## src/rtl/cmpmon_pkg.sv

```systemverilog
package cmpmon_pkg;

    // Which event loads the snapshot half of the status field.
    typedef enum logic {
        EVT_FAULT = 1'b0,
        EVT_READY = 1'b1
    } snap_evt_e;

    // Both candidate capture events of one cycle.
    typedef struct packed {
        logic on_fault;
        logic on_ready;
    } evt_pair_t;

    // Turn a comparator level into a fault flag under the chosen sense.
    function automatic logic reading_faulty(input logic level, input logic high_is_bad);
        return high_is_bad ? level : ~level;
    endfunction

endpackage

```

## src/rtl/cmpmon_chan_filter.sv

```systemverilog
module cmpmon_chan_filter #(
    parameter int SYNC_STAGES = 2,
    parameter int FILT_LEN    = 4
) (
    input  logic clk,
    input  logic rst,
    input  logic level,
    input  logic high_is_bad,
    output logic qual
);
    localparam int CW = $clog2(FILT_LEN + 1);
    localparam logic [CW-1:0] RUN_MAX = CW'(FILT_LEN);

    logic [SYNC_STAGES-1:0] sync_q;
    logic [CW-1:0]          run_q;
    logic                   flag_in;

    // Sense applied ahead of the synchroniser so reset value 0 means healthy.
    assign flag_in = cmpmon_pkg::reading_faulty(level, high_is_bad);

    always_ff @(posedge clk) begin
        if (rst) begin
            sync_q <= '0;
            run_q  <= '0;
        end else begin
            sync_q <= {sync_q[SYNC_STAGES-2:0], flag_in};
            if (!sync_q[SYNC_STAGES-1])
                run_q <= '0;
            else if (run_q != RUN_MAX)
                run_q <= run_q + 1'b1;
        end
    end

    assign qual = (run_q == RUN_MAX);

endmodule

```

## src/rtl/cmpmon_ready_edge.sv

```systemverilog
module cmpmon_ready_edge #(
    parameter int SYNC_STAGES = 2
) (
    input  logic clk,
    input  logic rst,
    input  logic pin,
    input  logic armed,
    input  logic self_drive,
    output logic fall_evt
);
    logic [SYNC_STAGES-1:0] sync_q;
    logic                   prev_q;

    always_ff @(posedge clk) begin
        if (rst) begin
            sync_q <= '1;
            prev_q <= 1'b1;
        end else begin
            sync_q <= {sync_q[SYNC_STAGES-2:0], pin};
            prev_q <= sync_q[SYNC_STAGES-1];
        end
    end

    // A low seen while this block pulls the wire itself is not an event.
    assign fall_evt = armed && prev_q && !sync_q[SYNC_STAGES-1] && !self_drive;

endmodule

```

## src/rtl/cmpmon_snapshot.sv

```systemverilog
module cmpmon_snapshot #(
    parameter int NCH = 2
) (
    input  logic           clk,
    input  logic           rst,
    input  logic [NCH-1:0] live,
    input  logic           capture,
    input  logic           clr_wr,
    input  logic [NCH-1:0] clr_mask,
    output logic [NCH-1:0] held
);
    logic [NCH-1:0] keep;
    logic [NCH-1:0] load;

    assign keep = held & ~(clr_wr ? clr_mask : '0);
    assign load = capture ? live : '0;

    always_ff @(posedge clk) begin
        if (rst) held <= '0;
        else     held <= keep | load;
    end

endmodule

```

## src/rtl/cmpmon_top.sv

```systemverilog
module cmpmon_top #(
    parameter int NCH         = 2,
    parameter int SYNC_STAGES = 2,
    parameter int FILT_LEN    = 4
) (
    input  logic             clk,
    input  logic             rst,
    input  logic [NCH-1:0]   cmp_level,
    input  logic [NCH-1:0]   sense_high,
    input  logic             margin_active,
    input  logic             mask_in_margin,
    input  logic             snap_sel,
    input  logic             ready_high_active,
    input  logic             ready_drive,
    input  logic             ready_pin,
    input  logic             clr_wr,
    input  logic [NCH-1:0]   clr_data,
    output logic             fault_pull,
    output logic [2*NCH-1:0] status
);
    import cmpmon_pkg::*;

    logic [NCH-1:0] live;
    logic [NCH-1:0] held;
    logic           fault_q;
    logic           suppress;
    logic           rdy_fall;
    snap_evt_e      evt_kind;
    evt_pair_t      evts;
    logic           capture;

    for (genvar g = 0; g < NCH; g++) begin : g_chan
        cmpmon_chan_filter #(
            .SYNC_STAGES(SYNC_STAGES),
            .FILT_LEN   (FILT_LEN)
        ) u_filt (
            .clk        (clk),
            .rst        (rst),
            .level      (cmp_level[g]),
            .high_is_bad(sense_high[g]),
            .qual       (live[g])
        );
    end

    assign suppress   = mask_in_margin && margin_active;
    assign fault_pull = (|live) && !suppress;

    always_ff @(posedge clk) begin
        if (rst) fault_q <= 1'b0;
        else     fault_q <= fault_pull;
    end

    assign evt_kind = snap_evt_e'(snap_sel);

    cmpmon_ready_edge #(
        .SYNC_STAGES(SYNC_STAGES)
    ) u_rdy (
        .clk       (clk),
        .rst       (rst),
        .pin       (ready_pin),
        .armed     (evt_kind == EVT_READY && ready_high_active),
        .self_drive(ready_drive),
        .fall_evt  (rdy_fall)
    );

    assign evts.on_fault = (evt_kind == EVT_FAULT) && fault_pull && !fault_q;
    assign evts.on_ready = rdy_fall;
    assign capture       = |evts;

    cmpmon_snapshot #(
        .NCH(NCH)
    ) u_snap (
        .clk     (clk),
        .rst     (rst),
        .live    (live),
        .capture (capture),
        .clr_wr  (clr_wr),
        .clr_mask(clr_data),
        .held    (held)
    );

    assign status = {held, live};

endmodule

```

## config.mk

```make
export PLATFORM = sky130hd
export DESIGN_NAME = cmpmon_top
export DESIGN_NICKNAME = d
export VERILOG_FILES = /design/src/rtl/cmpmon_pkg.sv /design/src/rtl/cmpmon_chan_filter.sv /design/src/rtl/cmpmon_ready_edge.sv /design/src/rtl/cmpmon_snapshot.sv /design/src/rtl/cmpmon_top.sv
export SDC_FILE = /design/constraint.sdc
export NUM_CORES = 1
export LEC_CHECK = 0
export BUFFER_PORTS_ARGS = -buffer_cell sky130_fd_sc_hd__buf_2
export CAP_MARGIN = 10
export CORE_MARGIN = 2
export CORE_UTILIZATION = 51
export CTS_BUF_LIST = sky130_fd_sc_hd__clkbuf_8
export DETAILED_ROUTE_END_ITERATION = 8
export PLACE_DENSITY_LB_ADDON = 0.25
export SETUP_SLACK_MARGIN = 0.02
export SLEW_MARGIN = 15
export SYNTH_ARGS = -nofsm -noshare
export SYNTH_HDL_FRONTEND = slang
export SYNTH_SLANG_ARGS = --single-unit
```

## constraint.sdc

```tcl
create_clock -name clk -period 1.5 [get_ports clk]
set_input_delay 0.375 -clock clk [delete_from_list [all_inputs] [get_ports clk]]
set_output_delay 0.375 -clock clk [all_outputs]
set_load 0.02 [all_outputs]
```

==> results.yml, run 1 <==
sta:
  fmax_ghz: 0.6410
  layout_setup_ws_ns: -0.05997
  period_needed_ns: 1.560
  fin_worst_skew_ns: 0.002625
  finalSetupViolCount: 1
  fin_crit_sh_pct: 104.0
  worst_slew_pin_slew_ns: 0.2403
  slew_viol_final: 0
  maxSlewHeadroom_pct: 83.84
  rsz0062_at_grt: "yes"
  hold_violations: 0
outcome:
  status: "complete, but fails checks"
  failed_checks: "setup timing"
worst_setup_path:
  worstPathArrival_ns: 1.18
  worstPathRequired_ns: 1.12
  endpoint: "fault_pull"
  reg2regPathDepth: 7
  r2r-start: "g_chan[0].u_filt.run_q[0]"
  cp_max_fo: 5
  r2r_slack_ns: 0.17
  critPathKind: "reg -> out"
  crit_path_start_kind: "flip-flop"
  path_cells: "inv_2 -> ha_4 -> nand2_4 -> a22oi_4 -> buf_6"
  crit_path_top_delay_cell: "dfxtp_2"
  critical_path.top_delay_family: "flip-flops"
  crit_cells: 5
  endpoint_kind: "output pin"
  r2r_end: "u_snap.held[0]"
  slowest_delay_ns: 0.33
  startpoint: "g_chan[0].u_filt.run_q[0]"
  critPathBufInv: 2
cells_and_area:
  drive_gt1_share_pct: 49.51
  multiInputGateArea_sq_um: 336.6
  instances_no_fill: 117
  diodes: 0
  fin_nets: 123
  syn_to_final_growth_pct: 43.77
  fin_area_sq_um: 953.4
  num-fill-cells: 76
  seqCellArea_sq_um: 325.3
floorplan:
  fp.coreArea_sq_mm: 0.001156
  die_w_um: 40.06
  dieArea_sq_mm: 0.001605
  fp.dieH_um: 40.06
  rows: 12
  ios: 20
  start_util_pct: 57.36
power:
  p_sw_share_pct: 20.66
  cellPowerDensity_mw_per_mm2: 929.8
  p_leak_nw: 0.4298
  p_switching_mw: 0.1831
  vdd_drop_max_uv: 772.2
  p_comb_share_pct: 6.8
  internal-power_mw: 0.7033
  seqPwrFrac_pct: 49.8
  clkPwrFrac_pct: 43.4
route:
  drtIter0Drc: 7
  ant_nets: 0
  drcViolationCount: 0
  vias: 564
  dr.pass1.iters: 4
  vias_per_cell: 4.821
  post_drt_wl_per_cell_um: 12.68
  routed_wl_mm: 1.483
clock_tree:
  clk_latency_ns: 0.25
  cts_root_buf: "clkbuf_8"
  clk_pin_slew_worst_paths_ns: 0.06
  htreeDepth: 1
  cts.sinks: 16
  clock_path_buffers: 2
  cts_tree: "yes"
  numCtsBuffers: 3
logic_synthesis:
  ys_types: 20
  ys_seq_elements: 16
  yosysMostFrequentCell: "dfxtp_1"
  synthTopCellsByArea: "dfxtp_1, ha_1, nor2_1, nand2_1, inv_1"
  avgSynthCellArea_sq_um: 9.210
  synth_top_area_cell: "dfxtp_1"
  syn_inst: 72
  synthesis.nets: 91
  ys_seq_area_share_pct: 48.30
  yosys_warnings: 0
  synth_top_area_share_pct: 48.30
  syn_area_sq_um: 663.1
  synth_edf_count: 0
  synth_common_cells: "dfxtp_1, nor2_1, nand2_1"
  synth_flop_cell: "dfxtp_1"
  synthArstFlopShare_pct: 0
job:
  maxCapViolCount: 0
min_path:
  hold_depth: 2
  hp-class: "in -> reg"
placed_design:
  preCtsSetupSlack_ns: 0.07146
  place_inst: 102
  gp_congestion: 0.7714
  placedInstanceArea_sq_um: 757.0
  io_buffer_count: 19
  dp_hpwl_um: 874.4
global_route:
  grt_pass1_wl_mm: 2.001
  grt_max_degree: 15
  grt_overflow: 0
  grt_pass1_vias: 545
  antenna_found_initial: 0
  grtUsageTotal_pct: 19.49
==> flip-flops by register name (all words and copies together), names as in the netlist <==
signal / flops
g_chan.u_filt.run_q: 6
u_rdy.prev_q: 1
u_rdy.sync_q: 2
g_chan.u_filt.sync_q: 4
u_snap.held: 2
fault_q: 1
==> cell families after synthesis <==
logic type	Yosys count	share of synthesized area, %
AOI/OAI and AO/OA	6	8.301
xor gates and xnor gates	4	5.284
adders and majority gates	4	7.547
buffers and inverters	9	6.225
DFF	16	48.30
and+or+nand+nor	33	24.34
==> cells in the final DEF, fill, tap and decap left out <==
cell type and count:
nand3b_1 2, a21oi_1 2, buf_2 16, nand2b_1 2, xor2_1 2, nand2_1 8
inv_1 2, ha_1 2, dfxtp_1 12, nor2_1 9, xnor2_1 2, clkbuf_8 4
or2_2 3, a22oi_4 1, nor2b_1 3, o31ai_1 2, ha_4 2, buf_4 11
nor3_1 3, nand3_1 1, a21oi_2 1, nand2_4 2, inv_2 4, dfxtp_2 4
buf_6 3
==> power groups by stage <==
| stage | Clock, mW | Combinational [mW] | Sequential (mW) |
|---|---|---|---|
| after CTS | 0.384 | 0.0596 | 0.441 |
| after floorplan | 0 | 0.0245 | 0.450 |
| after detailed placement | 0 | 0.0507 | 0.451 |
| final | 0.385 | 0.0602 | 0.442 |
| after global routing | 0.402 | 0.0676 | 0.442 |
| after global placement | 0 | 0.0479 | 0.450 |
==> what timing repair did <==
action,4_1_cts,5_1_grt
hold buffers,0,0
gates resized for setup,16,4
endpoints found under the setup margin,3,3
buffers inserted,7,4
pin swaps,4,1
==> final cells by class <==
cell class | instances | share of cell area (%)
repair buffers | 30 | 20.60
inverters | 6 | 2.362
flip-flops and latches | 16 | 34.12
well taps | 14 | 1.837
clock buffers | 4 | 5.774
multi-input cells | 47 | 35.30
==> metal layers <==
layer  part of all wire (%)  GRT usage, %
met5                      0             0
met4                   0.67         7.759
met3                    4.5         5.000
met2                     56         39.11
met1                     38         17.99
==> through the flow <==
stage	setup TNS, ns	hold WS, ns	utilization (%)	total power, mW
final	-0.05997	0.3029	82.47	0.8865
after global placement	0	0.3931	65.48	0.4984
after global routing	-0.08765	0.3303	82.47	0.9121
after detailed placement	0	0.3954	65.48	0.5018
after floorplan	0	0.3895	-	0.4744
after CTS	-0.05236	0.3083	78.79	0.8852
==> how the worst min path moves through the flow <==
| stage | from | endpoint | slack, ns |
|---|---|---|---|
| 6_report | ready_pin | u_rdy.sync_q[0] | 0.30 |
| 5_1_grt | ready_pin | u_rdy.sync_q[0] | 0.33 |
| 4_1_cts | ready_pin | u_rdy.sync_q[0] | 0.31 |
| 3_5_place_dp | u_rdy.sync_q[0] | u_rdy.sync_q[1] | 0.40 |
| 3_3_place_gp | u_rdy.sync_q[0] | u_rdy.sync_q[1] | 0.39 |
| 2_1_floorplan | u_rdy.sync_q[0] | u_rdy.sync_q[1] | 0.39 |
No activity file was read; power rests on OpenSTA's default activity.
==> run 2, diff against run 1 <==
CORE_UTILIZATION = 47   (was 51)
CTS_BUF_LIST = not set   (was sky130_fd_sc_hd__clkbuf_8)
PLACE_DENSITY = 0.76   (was not set)
PLACE_DENSITY_LB_ADDON = not set   (was 0.25)
==> results.yml, run 2 (same netlist as run 1, synthesis figures left out) <==
outcome:
  status: "complete, but fails checks"
  failed_checks: "setup timing"
power:
  vdd_drop_max_uv: 673.4
  p_switching_mw: 0.1602
  seqPwrFrac_pct: 56.7
  p_comb_share_pct: 7.7
  p_leak_nw: 0.4235
  cellPowerDensity_mw_per_mm2: 809.4
  clkPwrFrac_pct: 35.6
  internal-power_mw: 0.6175
  p_sw_share_pct: 20.60
cells_and_area:
  fin_area_sq_um: 960.9
  regMostFlops: "g_chan.u_filt.run_q"
  syn_to_final_growth_pct: 44.91
  final_util_pct: 72.93
  largest_reg_flops: 6
  drive_gt1_share_pct: 51.92
  fin_nets: 124
  final_common_cell: "buf_2"
  top_regs: "g_chan.u_filt.run_q: 6 flops, g_chan.u_filt.sync_q: 4 flops"
  diodes: 0
  final_cell_mix: "buf_2, dfxtp_1, buf_4"
  num-fill-cells: 98
route:
  ant_nets: 0
  routed_wl_mm: 1.468
  drcViolationCount: 0
  post_drt_wl_per_cell_um: 12.34
  drtIter0Drc: 3
  vias: 581
  vias_per_cell: 4.882
  dr.pass1.iters: 4
global_route:
  antenna_found_initial: 0
  grtUsageTotal_pct: 18.51
  grt_pass1_vias: 584
  grt_overflow: 0
  grt_pass1_wl_mm: 2.332
  grt_max_degree: 15
worst_setup_path:
  critPathKind: "reg -> out"
  endpoint_kind: "output pin"
  worstPathArrival_ns: 1.22
  crit_path_start_kind: "flip-flop"
  cp_max_fo: 3
  worstPathRequired_ns: 1.12
  reg2regPathDepth: 7
sta:
  period_needed_ns: 1.595
  fmax_ghz: 0.6270
  rsz0062_at_grt: "yes"
  layout_setup_ws_ns: -0.09501
  hold_violations: 0
  finalSetupViolCount: 2
  hold_ws_ns: 0.2777
  fin_crit_sh_pct: 106.3
  maxSlewHeadroom_pct: 85.43
  slew_viol_final: 0
  worst_slew_pin_slew_ns: 0.2169
  fin_worst_skew_ns: 0.007889
job:
  maxCapViolCount: 0
clock_tree:
  cts_tree: "yes"
  numCtsBuffers: 3
  cts.sinks: 16
  clk_latency_ns: 0.28
  clk_pin_slew_worst_paths_ns: 0.08
  htreeDepth: 1
  clock_path_buffers: 2
  cts_root_buf: "clkbuf_4"
placed_design:
  gp_congestion: 0.7904
  io_buffer_count: 19
  placedInstanceArea_sq_um: 758.2
  preCtsSetupSlack_ns: 0.07360
floorplan:
  fp.dieH_um: 41.56
  rows: 13
  fp.coreArea_sq_mm: 0.001318
  start_util_pct: 50.33
  die_w_um: 41.56
  dieArea_sq_mm: 0.001727
  ios: 20
min_path:
  hold_depth: 2
  hp-class: "in -> reg"
run 2: through the flow:
stage,total power [mW],TNS [ns],instances
floorplan,0.4744,0,72
global placement,0.4987,0,103
detailed placement,0.5003,0,103
CTS,0.7822,-0.1046,115
global route,0.8190,-0.2522,119
finish,0.7777,-0.1447,119
run 2: worst paths after layout:
path                                           startpoint                         to  slack (ns)
worst min-delay path                            ready_pin            u_rdy.sync_q[0]        0.28
worst max register to register  g_chan[0].u_filt.run_q[0]  g_chan[0].u_filt.run_q[0]        0.29
worst min register to register            u_rdy.sync_q[0]            u_rdy.sync_q[1]        0.42
worst max-delay path            g_chan[0].u_filt.run_q[0]                 fault_pull        -0.1
run 2: power by group through the flow:
stage               Sequential [mW]  Combinational (mW)  Clock (mW)
finish                        0.441              0.0596       0.277
global route                  0.442              0.0661       0.311
CTS                           0.441              0.0577       0.284
detailed placement            0.451              0.0493           0
global placement              0.451              0.0480           0
floorplan                     0.450              0.0245           0
run 2: cell type report:
class / instances / area (sq um) / area share (%)
Multi-Input combinational cell: 47 / 336.6 / 35.03
Sequential cell: 16 / 325.3 / 33.85
Timing Repair Buffer: 31 / 216.5 / 22.53
Clock buffer: 4 / 36.28 / 3.776
Inverter: 6 / 27.53 / 2.865
Tap cell: 15 / 18.77 / 1.953
run 2: repair_timing:
item / CTS / global route
pin swaps: 5 / 2
buffers inserted: 8 / 4
endpoints found under the hold margin: 0 / 0
endpoints found under the setup margin: 3 / 3
gates cloned: 0 / 0
hold buffers: 0 / 0
resized for setup: 20 / 4
run 2: per-layer routing:
layer  track usage [%]  part of all wire [%]
met5                 0                     0
met4             10.32                   4.0
met2             33.44                    56
met3             8.261                   5.2
met1             16.89                    35
run 2: critical path, cell delays in order (launching register included):
cell	delay [ns]
dfxtp_2	0.34
inv_2	0.06
ha_4	0.14
nand2_4	0.07
a22oi_4	0.19
buf_6	0.14
==> run 3, diff against run 2 <==
CORE_MARGIN = 8   (was 2)
RECOVER_POWER = 50   (was not set)
==> results.yml, run 3 (same netlist as run 1, synthesis figures left out) <==
outcome:
  status: "complete, but fails checks"
  failed_checks: "setup timing"
sta:
  tns_ns: -0.06171
  hold_ws_ns: 0.2840
  hold_violations: 0
  rsz0062_at_grt: "yes"
  fin_crit_sh_pct: 104.1
  maxSlewHeadroom_pct: 67.90
  worst_slew_pin_slew_ns: 0.4816
  period_needed_ns: 1.562
  fin_worst_skew_ns: 0.004067
  layout_setup_ws_ns: -0.06171
  slew_viol_final: 0
  fmax_ghz: 0.6403
  finalSetupViolCount: 1
worst_setup_path:
  r2r_end: "u_snap.held[0]"
  cp_max_fo: 4
  path_cells: "inv_2 -> ha_4 -> nand2_4 -> a22oi_4 -> buf_6"
  worstPathArrival_ns: 1.19
  critPathBufInv: 2
  startpoint: "g_chan[0].u_filt.run_q[1]"
  r2r-start: "g_chan[0].u_filt.run_q[1]"
  critical_path.top_delay_family: "flip-flops"
  endpoint_kind: "output pin"
  r2r_slack_ns: 0.11
  worstPathRequired_ns: 1.12
  reg2regPathDepth: 8
  crit_path_top_delay_cell: "dfxtp_2"
  critPathKind: "reg -> out"
  slowest_delay_ns: 0.33
  crit_path_start_kind: "flip-flop"
placed_design:
  placedInstanceArea_sq_um: 758.2
  io_buffer_count: 19
  gp_congestion: 0.8379
  dp_hpwl_um: 936.3
  place_inst: 103
cells_and_area:
  fin_nets: 122
  diodes: 0
  num-fill-cells: 99
  final_common_cell: "buf_2"
  top_regs: "g_chan.u_filt.run_q: 6 flops, g_chan.u_filt.sync_q: 4 flops"
  syn_to_final_growth_pct: 37.74
  regMostFlops: "g_chan.u_filt.run_q"
  instances_no_fill: 116
  fin_area_sq_um: 913.4
  final_cell_mix: "buf_2, dfxtp_1, buf_4"
  largest_reg_flops: 6
  drive_gt1_share_pct: 49.50
min_path:
  hp-class: "in -> reg"
  holdCritStartpoint: "ready_pin"
  hold_end: "u_rdy.sync_q[0]"
  hold_depth: 2
power:
  p_leak_nw: 0.4030
  cellPowerDensity_mw_per_mm2: 782.6
  vdd_drop_max_uv: 628.9
clock_tree:
  cts_root_buf: "clkbuf_4"
  cts_tree: "yes"
  clk_latency_ns: 0.28
  clock_path_buffers: 2
  numCtsBuffers: 3
  cts.sinks: 16
  htreeDepth: 1
  clk_pin_slew_worst_paths_ns: 0.08
global_route:
  grt_pass1_vias: 550
  grtUsageTotal_pct: 10.38
  grt_max_degree: 15
  grt_overflow: 0
  grt_pass1_wl_mm: 2.201
  antenna_found_initial: 0
route:
  post_drt_wl_per_cell_um: 11.77
  vias_per_cell: 4.681
  vias: 543
  drcViolationCount: 0
  ant_nets: 0
  drtIter0Drc: 5
  routed_wl_mm: 1.365
  dr.pass1.iters: 4
floorplan:
  dieArea_sq_mm: 0.002869
  start_util_pct: 50.33
  fp.dieH_um: 53.56
  fp.coreArea_sq_mm: 0.001318
  die_w_um: 53.56
  rows: 13
  ios: 20
job:
  maxCapViolCount: 0
-- run 3: cell count changes in the layout (fill, tap and decap cells not counted), sizes merged --
cell	previous run	this run
buf	31	28
-- run 3: metal layers --
metal | vias up | GRT usage [%] | part of all wire (%)
met1 | 241 | 10.25 | 46
met2 | 13 | 18.75 | 48
li1 | 287 | - | -
met4 | 0 | 5.042 | 1.8
met3 | 2 | 3.857 | 4.7
met5 | - | 0 | 0
-- run 3: through the flow --
| step | power (mW) | setup WS (ns) | util, % |
|---|---|---|---|
| after global placement | 0.4986 | 0.1110 | 57.55 |
| after floorplan | 0.4744 | 0.1933 | - |
| after detailed placement | 0.5009 | 0.08146 | 57.55 |
| after global routing | 0.7504 | -0.1122 | 69.33 |
| final | 0.7148 | -0.06171 | 69.33 |
| after CTS | 0.7222 | -0.05879 | 68.28 |
-- run 3: how the worst max path moves through the flow --
stage / depth (start not counted) / slack [ns] / endpoint
2_1_floorplan: 5 / 0.19 / status[0]
3_3_place_gp: 5 / 0.11 / fault_pull
3_5_place_dp: 5 / 0.08 / fault_pull
4_1_cts: 5 / -0.06 / fault_pull
5_1_grt: 5 / -0.11 / fault_pull
6_report: 5 / -0.06 / fault_pull
-- run 3: timing repair --
item                                   in CTS  in global routing
setup endpoints to repair                   3                  3
hold buffers                                0                  0
gates resized for setup                    21                  1
setup buffers                               8                  2
pin swaps                                   3                  3
endpoints found under the hold margin       0                  0
-- run 3: where the power goes --
part,internal (mW),switching (mW)
clock network,0.0931,0.121
logic,0.0328,0.0264
registers,0.437,0.00430
-- run 3: area by class of cell --
cell class | count | area, sq um | share of cell area, %
sequential | 16 | 325.3 | 35.62
clock buffer | 3 | 22.52 | 2.466
timing repair buffer | 29 | 187.7 | 20.55
multi-input combinational | 47 | 336.6 | 36.85
tap | 15 | 18.77 | 2.055
inverter | 6 | 22.52 | 2.466
